File: src/rtl/urx_pkg.sv
package urx_pkg;
  typedef enum logic [2:0] {
    ST_IDLE, ST_START, ST_DATA, ST_PARITY, ST_STOP
  } rxState_t;

  typedef struct packed {
    logic takeData;
    logic takeParity;
    logic finish;
  } rxStrobe_t;

  localparam logic [1:0] PAR_ODD  = 2'd1;
  localparam logic [1:0] PAR_EVEN = 2'd2;
endpackage

File: src/rtl/urx_ctrl.sv
module urx_ctrl
  import urx_pkg::*;
#(
  parameter int DIV_W  = 16,
  parameter int OVS    = 16,
  parameter int DATA_W = 8
) (
  input  logic             clk,
  input  logic             rstN,
  input  logic [DIV_W-1:0] baudDiv,
  input  logic             charSize8,
  input  logic [1:0]       parityMode,
  input  logic             lineSync,
  input  logic             fallEdge,
  output rxStrobe_t        strb
);
  localparam int SW   = $clog2(OVS);
  localparam int BW   = $clog2(DATA_W);
  localparam int HALF = OVS / 2 - 1;

  rxState_t         state;
  logic [DIV_W-1:0] divCnt;
  logic [DIV_W-1:0] divEff;
  logic [SW-1:0]    sampCnt;
  logic [BW-1:0]    bitIdx;
  logic [BW-1:0]    lastIdx;
  logic             tick;
  logic             midTick;
  logic             parOn;

  assign divEff  = (baudDiv == '0) ? DIV_W'(1) : baudDiv;
  assign tick    = (divCnt == divEff - DIV_W'(1));
  assign midTick = tick && (sampCnt == SW'(OVS - 1));
  assign lastIdx = charSize8 ? BW'(DATA_W - 1) : BW'(DATA_W - 2);
  assign parOn   = (parityMode == PAR_ODD) || (parityMode == PAR_EVEN);

  always_ff @(posedge clk or negedge rstN) begin
    if (!rstN) begin
      state   <= ST_IDLE;
      divCnt  <= '0;
      sampCnt <= '0;
      bitIdx  <= '0;
    end else if (state == ST_IDLE) begin
      divCnt  <= '0;
      sampCnt <= '0;
      bitIdx  <= '0;
      if (fallEdge) state <= ST_START;
    end else begin
      divCnt <= tick ? '0 : divCnt + DIV_W'(1);
      if (tick) sampCnt <= sampCnt + SW'(1);
      case (state)
        ST_START: if (tick && sampCnt == SW'(HALF)) begin
          if (!lineSync) begin
            state   <= ST_DATA;
            sampCnt <= '0;
          end else begin
            state <= ST_IDLE;
          end
        end
        ST_DATA: if (midTick) begin
          bitIdx <= bitIdx + BW'(1);
          if (bitIdx == lastIdx) begin
            bitIdx <= '0;
            state  <= parOn ? ST_PARITY : ST_STOP;
          end
        end
        ST_PARITY: if (midTick) state <= ST_STOP;
        ST_STOP:   if (midTick) state <= ST_IDLE;
        default:   state <= ST_IDLE;
      endcase
    end
  end

  always_comb begin
    strb.takeData   = (state == ST_DATA)   && midTick;
    strb.takeParity = (state == ST_PARITY) && midTick;
    strb.finish     = (state == ST_STOP)   && midTick;
  end

  AST_STROBE_EXCL: assert property (@(posedge clk) disable iff (!rstN)
    $onehot0(strb));
  AST_FINISH_TO_IDLE: assert property (@(posedge clk) disable iff (!rstN)
    strb.finish |=> (state == ST_IDLE));
endmodule

File: src/rtl/urx_datapath.sv
module urx_datapath
  import urx_pkg::*;
#(
  parameter int DATA_W      = 8,
  parameter int SYNC_STAGES = 2
) (
  input  logic              clk,
  input  logic              rstN,
  input  logic              rxLine,
  input  logic              charSize8,
  input  logic [1:0]        parityMode,
  input  logic              fifoFull,
  input  rxStrobe_t         strb,
  output logic              lineSync,
  output logic              fallEdge,
  output logic              pushValid,
  output logic [DATA_W-1:0] pushData,
  output logic              parityErr,
  output logic              frameErr,
  output logic              breakErr,
  output logic              overrunErr
);
  logic [SYNC_STAGES-1:0] syncReg;
  logic                   lineDly;
  logic [DATA_W-1:0]      shiftReg;
  logic [DATA_W-1:0]      rxData;
  logic                   parBit;
  logic                   expPar;
  logic                   parOn;
  logic                   badPar;
  logic                   badStop;
  logic                   isBreak;

  assign lineSync = syncReg[SYNC_STAGES-1];
  assign fallEdge = lineDly & ~lineSync;

  always_ff @(posedge clk or negedge rstN) begin
    if (!rstN) begin
      syncReg <= '1;
      lineDly <= 1'b1;
    end else begin
      syncReg <= {syncReg[SYNC_STAGES-2:0], rxLine};
      lineDly <= lineSync;
    end
  end

  always_ff @(posedge clk or negedge rstN) begin
    if (!rstN) begin
      shiftReg <= '0;
      parBit   <= 1'b0;
    end else begin
      if (strb.takeData)   shiftReg <= {lineSync, shiftReg[DATA_W-1:1]};
      if (strb.takeParity) parBit   <= lineSync;
    end
  end

  always_comb begin
    rxData  = charSize8 ? shiftReg : {1'b0, shiftReg[DATA_W-1:1]};
    parOn   = (parityMode == PAR_ODD) || (parityMode == PAR_EVEN);
    expPar  = (parityMode == PAR_ODD) ? ~(^rxData) : (^rxData);
    badPar  = parOn && (parBit != expPar);
    badStop = !lineSync;
    isBreak = badStop && (rxData == '0);
  end

  always_ff @(posedge clk or negedge rstN) begin
    if (!rstN) begin
      pushValid  <= 1'b0;
      pushData   <= '0;
      parityErr  <= 1'b0;
      frameErr   <= 1'b0;
      breakErr   <= 1'b0;
      overrunErr <= 1'b0;
    end else begin
      pushValid  <= strb.finish && !fifoFull && !badPar && !badStop;
      parityErr  <= strb.finish && badPar;
      frameErr   <= strb.finish && badStop;
      breakErr   <= strb.finish && isBreak;
      overrunErr <= strb.finish && fifoFull;
      if (strb.finish) pushData <= rxData;
    end
  end

  AST_NO_PUSH_WHEN_FULL: assert property (@(posedge clk) disable iff (!rstN)
    pushValid |-> !$past(fifoFull));
  AST_OVERRUN_NEEDS_FULL: assert property (@(posedge clk) disable iff (!rstN)
    overrunErr |-> $past(fifoFull));
  AST_BREAK_WITH_FRAME: assert property (@(posedge clk) disable iff (!rstN)
    breakErr |-> (frameErr && !pushValid));
  AST_ERR_BLOCKS_PUSH: assert property (@(posedge clk) disable iff (!rstN)
    (parityErr || frameErr) |-> !pushValid);
  AST_SEVEN_BIT_TOP: assert property (@(posedge clk) disable iff (!rstN)
    (pushValid && !$past(charSize8)) |-> !pushData[DATA_W-1]);
  AST_PUSH_PULSE: assert property (@(posedge clk) disable iff (!rstN)
    pushValid |=> !pushValid);
endmodule

File: src/rtl/uart_rx_core.sv
module uart_rx_core
  import urx_pkg::*;
#(
  parameter int DIV_W = 16
) (
  input  logic             clk,
  input  logic             rstN,
  input  logic             rxLine,
  input  logic [DIV_W-1:0] baudDiv,
  input  logic             charSize8,
  input  logic [1:0]       parityMode,
  input  logic             fifoFull,
  output logic             pushValid,
  output logic [7:0]       pushData,
  output logic             parityErr,
  output logic             frameErr,
  output logic             breakErr,
  output logic             overrunErr
);
  localparam int DATA_W = 8;

  rxStrobe_t strb;
  logic      lineSync;
  logic      fallEdge;

  urx_ctrl #(.DIV_W(DIV_W), .OVS(16), .DATA_W(DATA_W)) u_ctrl (
    .clk(clk), .rstN(rstN), .baudDiv(baudDiv), .charSize8(charSize8),
    .parityMode(parityMode), .lineSync(lineSync), .fallEdge(fallEdge),
    .strb(strb)
  );

  urx_datapath #(.DATA_W(DATA_W), .SYNC_STAGES(2)) u_dp (
    .clk(clk), .rstN(rstN), .rxLine(rxLine), .charSize8(charSize8),
    .parityMode(parityMode), .fifoFull(fifoFull), .strb(strb),
    .lineSync(lineSync), .fallEdge(fallEdge), .pushValid(pushValid),
    .pushData(pushData), .parityErr(parityErr), .frameErr(frameErr),
    .breakErr(breakErr), .overrunErr(overrunErr)
  );
endmodule

File: config.mk
export PLATFORM = sky130hd
export DESIGN_NAME = uart_rx_core
export DESIGN_NICKNAME = d
export VERILOG_FILES = /design/src/rtl/urx_pkg.sv /design/src/rtl/urx_ctrl.sv /design/src/rtl/urx_datapath.sv /design/src/rtl/uart_rx_core.sv
export SDC_FILE = /design/constraint.sdc
export NUM_CORES = 1
export LEC_CHECK = 0
export ABC_AREA = 1
export BUFFER_PORTS_ARGS = -buffer_cell sky130_fd_sc_hd__clkbuf_2
export CAP_MARGIN = 15
export CORE_UTILIZATION = 25
export CTS_CLUSTER_SIZE = 12
export DETAILED_ROUTE_END_ITERATION = 16
export SLEW_MARGIN = 20
export SYNTH_ARGS = -nofsm -noshare
export SYNTH_HDL_FRONTEND = slang
export SYNTH_HIERARCHICAL = 1
export SYNTH_SLANG_ARGS = --single-unit
File: constraint.sdc
create_clock -name clk -period 3.95 [get_ports clk]
set_input_delay 0.1975 -clock clk [delete_from_list [all_inputs] [get_ports clk]]
set_output_delay 0.1975 -clock clk [all_outputs]
set_load 0.02 [all_outputs]
# After elaboration in Yosys (flattened, before gate mapping)
# Index checks and enable logic that the tools add are counted.
[totals]
register_bits = 51
out_inout_bits = 13
wordCells = 89
[classes]
add_sub_neg = 4
eq_ne = 17
muxes = 25
bitwise_logic = 3
reduce_logical = 26
[ops]
columns = ["operator", "n"]
rows = [
  ["$mux 16", 3],
  ["$mux 3", 12],
  ["$mux 4", 5],
  ["$add 16x1->16 const B", 1],
  ["$eq 16x16->1", 1],
  ["$logic_not 16->1", 1],
  ["$sub 16x1->16 const B", 1],
  ["$ne 3x1->1 const B", 5],
  ["$logic_and 1x1->1", 14],
  ["$pmux 3 s4", 1],
  ["$logic_not 8->1", 1],
  ["$mux 8", 1],
  ["$reduce_xor 8->1", 1],
  ["$eq 3x2->1 const B", 2],
  ["$reduce_and 6->1", 1],
  ["$add 4x1->4 const B", 1],
  ["$eq 4x3->1 const B", 1],
  ["$eq 4x4->1 const B", 1],
  ["$reduce_bool 2->1", 2],
  ["$add 3x1->3 const B", 1],
  ["$eq 3x1->1 const B", 1],
  ["$eq 3x3->1", 1],
  ["$eq 3x3->1 const B", 1],
  ["$logic_not 1->1", 3],
  ["11 further kinds", 13],
]

# Depth between registers and ports, before layout
# Gate-level depths: netlist of the first run.
[logic_depth]
ltp_word = 9
depth_mapped = 27

# Modules after synthesis
# The synthesis of the first run kept the hierarchy.
[modules_own_cells]
columns = ["mod", "n_inst", "cells_each", "area_each_um2", "seq_area_each_um2"]
rows = [
  ["urx_ctrl", 1, 373, 2419.8, 650.6],
  ["urx_datapath", 1, 137, 1157.4, 629.4],
]

# Least setup slack after synthesis of the first run
# No wires, ideal clock.
[synth_timing]
kind = "input to register"
startpoint = "input port baudDiv[6]"
endpoint = "register u_dp.pushData[5]"
setup_ns = 0.127
arrival_time_ns = 2.786
t_required_ns = 3.823
setup_slack_ns = 1.036
path_stages = 25
path_buffers = 3
path_cell_list = "nor2_2 nand2_2 nor2_4 nand2_2 buf_6 nand2_1 inv_1 ha_1 buf_2 inv_1 nor2_2 nand2_1 nor2_1 xor2_1 nand2_1 nand3_1 nor3_1 nand4_1 nor2_1 nand3_1 nor2_1 inv_2 buf_2 nand2_1 o21ai_0"
[synth_rtl]
columns = ["item", "line_no", "text"]
rows = [
  ["from (decl)", "uart_rx_core.sv:9", "input logic [DIV_W-1:0] baudDiv,"],
  ["to (signal assigned)", "urx_datapath.sv:80", "if (strb.finish) pushData <= rxData;"],
  ["to (decl)", "urx_datapath.sv:17", "output logic [DATA_W-1:0] pushData,"],
]

==> run_results.csv, run 1 <==
group,metric,value,unit
setup_path,worst-setup-path-type,"input port to flop",
synthesis,synthMuxAreaShare,0.595,%
route,firstDrtPassIters,5,
synthesis,synth_top_cell_by_area,"dfrtp_1",
pwr,power_frac_seq,40.9,%
placed_design,dp.cells,721,
setup_path,worstPathCellList,"clkbuf_2, nor2_2, nand2_2, nor2_4, nand2_2, nand2_1, inv_1, ha_1, inv_1, nor2_2, nand2_1, nor2_1, xor2_1, o211ai_1, nor3_1, nand4_1, nor2_1, nand3_1, nor2_1, inv_2, nor3_1",
placed_design,pre_cts_ws,0.539,ns
cells_and_area,nFillCells,1533,
pwr,swShare,35.1,%
synthesis,synth_area_leaders,"dfrtp_1 (34%), nand2_1 (15%), inv_1 (7.0%)",
global_routing,gr-total-overflow,0,
worst_hold_path,hold_class,"input port to async pin",
floorplanning,num_io_pins,36,
setup_path,start_kind,"input port",
floorplanning,die_h,122,um
setup_path,worst_path_most_repeated_cell,"nor2_1",
setup_path,crit_arrival,3.34,ns
sta,period_minus_slack,3.14,ns
setup_path,critPathRequiredTime,4.15,ns
route,num_vias,3188,
clocking,ctsRootBufferMaster,"clkbuf_16",
clocking,cts-buffers-inserted,5,
floorplanning,core.rowCount,43,
synthesis,ys_types,36,
cells_and_area,syn_to_final_growth,15.3,%
cells_and_area,layout.nets,581,
setup_path,ff2ff_setup_slack,1.58,ns
synthesis,syn_nets,542,
synthesis,synth_top_family_by_area,"simple AND/OR/NAND/NOR gates",
clocking,clockBufferDepth,2,
floorplanning,dieArea,0.0148,sq mm
synthesis,async_flop_share,100,%
pwr,total_power,1.50,mW
sta,max_freq,0.318,GHz
global_routing,grt_use_total,11.7,%
setup_path,slowest_stage,"ha_1",
setup_path,cpPeakStageDelay,0.29,ns
placed_design,dp_hpwl,6.53,mm
global_routing,antenna_found_initial,0,
synthesis,synthXorXnorAreaFrac,6.37,%
synthesis,synth_edf_count,0,
pwr,leakage,2.07,nW
clocking,clk_pin_slew,0.07,ns
setup_path,critPathCaptureType,"flop",
sta,hold_viol,0,
clocking,post_cts_buffers,0,
synthesis,netlist_instances,510,
global_routing,grt_pass1_vias,3052,
cells_and_area,multiInputGateArea,0.00198,sq mm
synthesis,synthAdderAreaFrac,3.15,%
clocking,clk_latency,0.29,ns
pwr,combinationalPowerShare,28.4,%
synthesis,synth_compound_area_share,5.39,%
placed_design,gp_congestion,0.840,
synthesis,ys_warn_count,6,
global_routing,grt_start_max_net_pins,52,
clocking,cts.sinks,51,
synthesis,synth-simple-area-share,40.0,%
synthesis,synth_top_area_share,33.6,%
sta,timing.final.ws_setup,0.809,ns
synthesis,seq_area_frac_synth,35.8,%
sta,setup_viol_count_final,0,
synthesis,synth.avg_cell_area,7.01,sq um
sta,post-route-period-util,79.5,%
route,drt_iter0_markers,172,
clocking,cts_tree,"done",
sta,rsz0062_at_grt,"false",
synthesis,synth-main-ff-cell,"dfrtp_1",
route,wl_per_cell,11.1,um
route,drt_wl_total,8.10,mm
route,drc,0,
route,routed_via_density,4.37,
global_routing,grt_pass1_wl,14.0,mm
cells_and_area,drive_gt1_share,15.6,%
floorplanning,dieWidth,122,um
sta,tns,0,ns
pwr,p_int,971,uW
sta,max_slew_margin,56.4,%
run_status,status,"complete, no violations",
placed_design,port-buffer-count,35,
run,maxCapViolations,0,
synthesis,synth_common_cells,"nand2_1 (145), inv_1 (67), nor2_1 (58), dfrtp_1 (48), nand3_1 (42)",
cells_and_area,ff_latch_area,0.00128,sq mm
pwr,ir_drop,0.193,mV
cells_and_area,antennaDiodeCount,0,
setup_path,critPathMaxFanout,19,
floorplanning,design.core.area,0.0139,sq mm
sta,worst_slew_pin_slew,0.654,ns
sta,maxSlewViolCount,0,
pwr,clkPwrFrac,30.7,%
floorplanning,initial_core_util,25.7,%
synthesis,yosysMostFrequentCell,"nand2_1",
sta,finClkSkew,0.00640,ns
clocking,cts_resized,0,
pwr,p_per_area,363,mW/mm^2
pwr,power.switching,525,uW
clocking,htree_levels,2,
synthesis,synth_area,0.00358,sq mm
synthesis,ys_ff_latch,51,
route,drtAntennaViolNets,0,
cells_and_area,fin_cells,730,
==> routing by layer <==
| layer | global-route usage, % | up-vias | routed length [um] | share of wire (%) |
|---|---|---|---|---|
| met1 | 15.9 | 1442 | 4070 | 50 |
| li1 | - | 1687 | - | - |
| met4 | 3.01 | 0 | 73 | 0.90 |
| met5 | 0 | - | 0 | 0 |
| met2 | 19.7 | 52 | 3720 | 46 |
| met3 | 1.36 | 7 | 244 | 3.0 |
==> worst max-delay path: cells and delay by family <==
kind                     cells  cell delay, ns
buffers and inverters        4            0.52
XOR/XNOR                     1            0.22
adder cells (fa/ha/maj)      1            0.29
AO/OA/AOI/OAI                1            0.11
AND/OR/NAND/NOR             14            2.01
==> power groups by stage <==
| stage | Sequential, mW | Combinational (mW) | Clock (mW) |
|---|---|---|---|
| after floorplan | 0.607 | 0.323 | 0 |
| after global placement | 0.623 | 0.424 | 0 |
| after detailed placement | 0.621 | 0.429 | 0 |
| after CTS | 0.612 | 0.430 | 0.476 |
| after global routing | 0.620 | 0.494 | 0.494 |
| final | 0.612 | 0.424 | 0.459 |
==> repair_timing <==
item                       4_1_cts  5_1_grt
hold endpoints to repair         1        0
setup endpoints to repair        0        0
hold buffers                     1        0
==> state kept, by name (all words and copies together) (netlist names), 2 cells and up <==
register        count
u_ctrl/bitIdx       3
u_ctrl/sampCnt      4
u_ctrl/divCnt      16
u_ctrl/state        3
u_dp/pushData       8
u_dp/shiftReg       8
u_dp/syncReg        2
==> through the flow <==
step / instance area, sq um / hold WS, ns / utilization, %
detailed placement: 3950 / 0.290 / 28.4
finish: 4120 / 0.00693 / 29.6
global placement: 3950 / 0.289 / 28.4
CTS: 4120 / 0.0402 / 29.6
global route: 4120 / 0.0778 / 29.6
floorplan: 3580 / -0.0981 / -
==> placed cells by master (no fill, tap or decap), drive strengths merged, types with 9 or more instances in the layout <==
cell type / count
xnor2: 9
clkbuf: 42
nor3: 14
nand2: 154
ha: 9
xor2: 17
o21ai: 29
nand4: 10
inv: 73
nand3: 46
nor2: 73
dfrtp: 48
==> layout make-up <==
type,instances,area share (%)
multi-input cells,380,48.1
flip-flops and latches,51,31.0
inverters,73,6.64
well taps,180,5.46
repair buffers,38,4.85
clock buffers,7,3.70
clock inverters,1,0.182
==> logic make-up (layout without fill, tap and decap cells) <==
group / after synthesis / in the layout
compound gates: 36 / 36
mux: 2 / 2
buf+inv: 79 / 119
xor+xnor: 26 / 26
simple gates: 307 / 307
flops: 51 / 51
fa+ha+maj: 9 / 9
==> path summary, 6_finish.rpt <==
kind | from | end | depth (start not counted)
max | baudDiv[7] | u_dp/breakErr | 21
min reg2reg | u_dp/syncReg[0] | u_dp/syncReg[1] | 0
min | rstN | u_dp/pushData[6] | 2
min in group clk | fifoFull | u_dp/overrunErr | 3
max in group asynchronous | rstN | u_ctrl/state[2] | 2
max reg2reg | u_ctrl/divCnt[1] | u_dp/breakErr | 11
No activity file was read; power rests on OpenSTA's default activity.
==> run 2: changes to the inputs <==
Clock period 3.95 ns to 3.3 ns, I/O delays scaled along.
==> run 2 against run 1 <==
Flip-flop and latch count did not move. First-iteration DRC count rose by 6.4%. Die area did not move. Via count rose by 1.2%. Largest cell class unchanged.
==> run_results.csv, run 2 (synthesized netlist as in run 1, its figures left out) <==
group,metric,value,unit
clocking,cts_tree,"done",
clocking,clk_latency,0.29,ns
setup_path,ff2ff_setup_slack,0.99,ns
cells_and_area,drive_gt1_share,15.7,%
route,drtAntennaViolNets,0,
setup_path,critPathRequiredTime,3.51,ns
worst_hold_path,holdPathStages,3,
floorplanning,dieArea,0.0148,sq mm
floorplanning,dieWidth,122,um
clocking,clockBufferDepth,2,
placed_design,dp_hpwl,6.61,mm
cells_and_area,final_common_cell,"nand2_1",
setup_path,start_kind,"input port",
setup_path,worst-setup-path-type,"input port to flop",
route,drc,0,
placed_design,port-buffer-count,35,
setup_path,cpPeakStageDelay,0.22,ns
cells_and_area,largest-register,"u_ctrl/divCnt",
clocking,cts-buffers-inserted,5,
route,num_vias,3225,
setup_path,rr_endpoint,"u_dp/pushData[7]",
cells_and_area,layout_common_cells,"nand2_1 (145), inv_1 (67), nor2_1 (58), dfrtp_1 (48), nand3_1 (42)",
cells_and_area,syn_to_final_growth,15.5,%
setup_path,r2r-start,"u_ctrl/divCnt[2]",
setup_path,critPathMaxFanout,19,
sta,maxSlewViolCount,0,
sta,worst_slew_pin_slew,0.643,ns
sta,rsz0062_at_grt,"false",
cells_and_area,antennaDiodeCount,0,
floorplanning,die_h,122,um
global_routing,gr-total-overflow,0,
setup_path,cp.buffers_inverters,4,
global_routing,grt_start_max_net_pins,27,
sta,max_slew_margin,57.1,%
cells_and_area,largestRegisters,"u_ctrl/divCnt (16), u_dp/pushData (8), u_dp/shiftReg (8)",
setup_path,critPathCaptureType,"flop",
sta,max_freq,0.347,GHz
floorplanning,design.core.area,0.0139,sq mm
setup_path,crit_family,"simple AND/OR/NAND/NOR gates",
sta,setup_viol_count_final,0,
floorplanning,core.rowCount,43,
route,wl_per_cell,11.1,um
setup_path,r2r_cells,11,
global_routing,antenna_found_initial,0,
route,drt_iter0_markers,183,
cells_and_area,layout.nets,584,
global_routing,grt_pass1_wl,14.0,mm
sta,hold_viol,0,
clocking,htree_levels,2,
route,firstDrtPassIters,4,
cells_and_area,largest_reg_flops,16,
floorplanning,num_io_pins,36,
clocking,clk_pin_slew,0.07,ns
setup_path,cp-startpoint,"baudDiv[7]",
pwr,p_per_area,421,mW/mm^2
global_routing,grt_use_total,11.7,%
placed_design,place_area,0.00397,sq mm
sta,post-route-period-util,87.3,%
pwr,leakage,2.07,nW
setup_path,crit_arrival,3.09,ns
setup_path,cp.depth,23,
global_routing,grt_pass1_vias,3122,
placed_design,gp_congestion,0.856,
clocking,ctsRootBufferMaster,"clkbuf_16",
worst_hold_path,hold_class,"input port to flop",
run_status,status,"complete, no violations",
run,maxCapViolations,0,
setup_path,worst_path_most_repeated_cell,"nand2_1",
sta,tns,0,ns
clocking,cts.sinks,51,
setup_path,crit_end,"u_dp/pushData[7]",
sta,period_minus_slack,2.88,ns
route,drt_wl_total,8.17,mm
pwr,ir_drop,0.240,mV
sta,finClkSkew,0.0108,ns
setup_path,slowest_stage,"nor3_1",
route,routed_via_density,4.40,
clocking,cts_resized,0,
setup_path,worstPathCellList,"clkbuf_2, nor2_2, nand2_2, nor2_4, nand2_2, nand2_1, inv_1, ha_1, inv_1, nor2_2, nand2_1, nand2_1, nand2_1, nand2_1, nand2_1, nand3_1, nor3_1, nand4_1, nor2_1, nand3_1, nor2_1, inv_2, o21ai_0",
cells_and_area,final_area,0.00413,sq mm
floorplanning,initial_core_util,25.7,%
## run 2: cell types whose count changed in the layout (fill, tap and decap cells not counted), sizes merged
| cell | delta |
|---|---|
| clkinv | +1 |
| clkbuf | -1 |
| buf | +2 |
| dlygate4sd3 | +1 |
## run 2: worst reg2reg max path: stages (launching register included)
cell     delay [ns]
dfrtp_1        0.44
xor2_1         0.20
o21ai_0        0.10
a21oi_1        0.13
nand3_1        0.08
nor3_1         0.22
nand4_1        0.17
nor2_1         0.12
nand3_1        0.13
nor2_1         0.22
inv_2          0.18
o21ai_0        0.23
## run 2: power by group
group          internal, mW  switching [mW]  total, mW
registers             0.673          0.0578      0.731
clock network         0.280           0.222      0.502
logic                 0.167           0.339      0.506
total                  1.12           0.619       1.74
## run 2: through the flow
| stage | util [%] | hold WS [ns] | cells | power (mW) | worst slack, ns |
|---|---|---|---|---|---|
| final | 29.6 | 0.0922 | 733 | 1.74 | 0.419 |
| after detailed placement | 28.5 | 0.222 | 723 | 1.25 | 0.148 |
| after global placement | 28.5 | 0.221 | 723 | 1.25 | 0.175 |
| after floorplan | - | -0.131 | 510 | 1.11 | 0.419 |
| after CTS | 29.6 | 0.0884 | 733 | 1.77 | 0.427 |
| after global routing | 29.6 | 0.0928 | 733 | 1.87 | 0.0102 |
## run 2: worst min-delay path by stage
stage,from,endpoint,slack (ns)
2_1_floorplan,rstN,u_ctrl/bitIdx[0],-0.13
5_1_grt,fifoFull,u_dp/overrunErr,0.09
3_5_place_dp,rstN,u_dp/pushData[7],0.22
6_report,fifoFull,u_dp/overrunErr,0.09
4_1_cts,fifoFull,u_dp/overrunErr,0.09
3_3_place_gp,rstN,u_dp/pushData[3],0.22
## run 2: routing by layer
metal  vias to the layer above  share of wire, %  global-route usage, %
li1                       1691                 -                      -
met1                      1463                50                   15.1
met2                        58                45                   20.0
met3                        13               4.0                   2.06
met4                         0               1.4                   3.32
met5                         -                 0                      0
## run 2: final cells by class
| class | instances | area (sq um) |
|---|---|---|
| Fill cell | 1554 | 9800 |
| Multi-Input combinational cell | 380 | 1980 |
| Sequential cell | 51 | 1280 |
| Inverter | 73 | 274 |
| Timing Repair Buffer | 41 | 225 |
| Tap cell | 180 | 225 |
| Clock buffer | 6 | 129 |
| Clock inverter | 2 | 12.5 |
## run 2: what timing repair did
item                                   CTS  global route
endpoints found under the hold margin   24             0
setup buffers                            0             0
hold buffers                             2             0
setup endpoints to repair                0             0
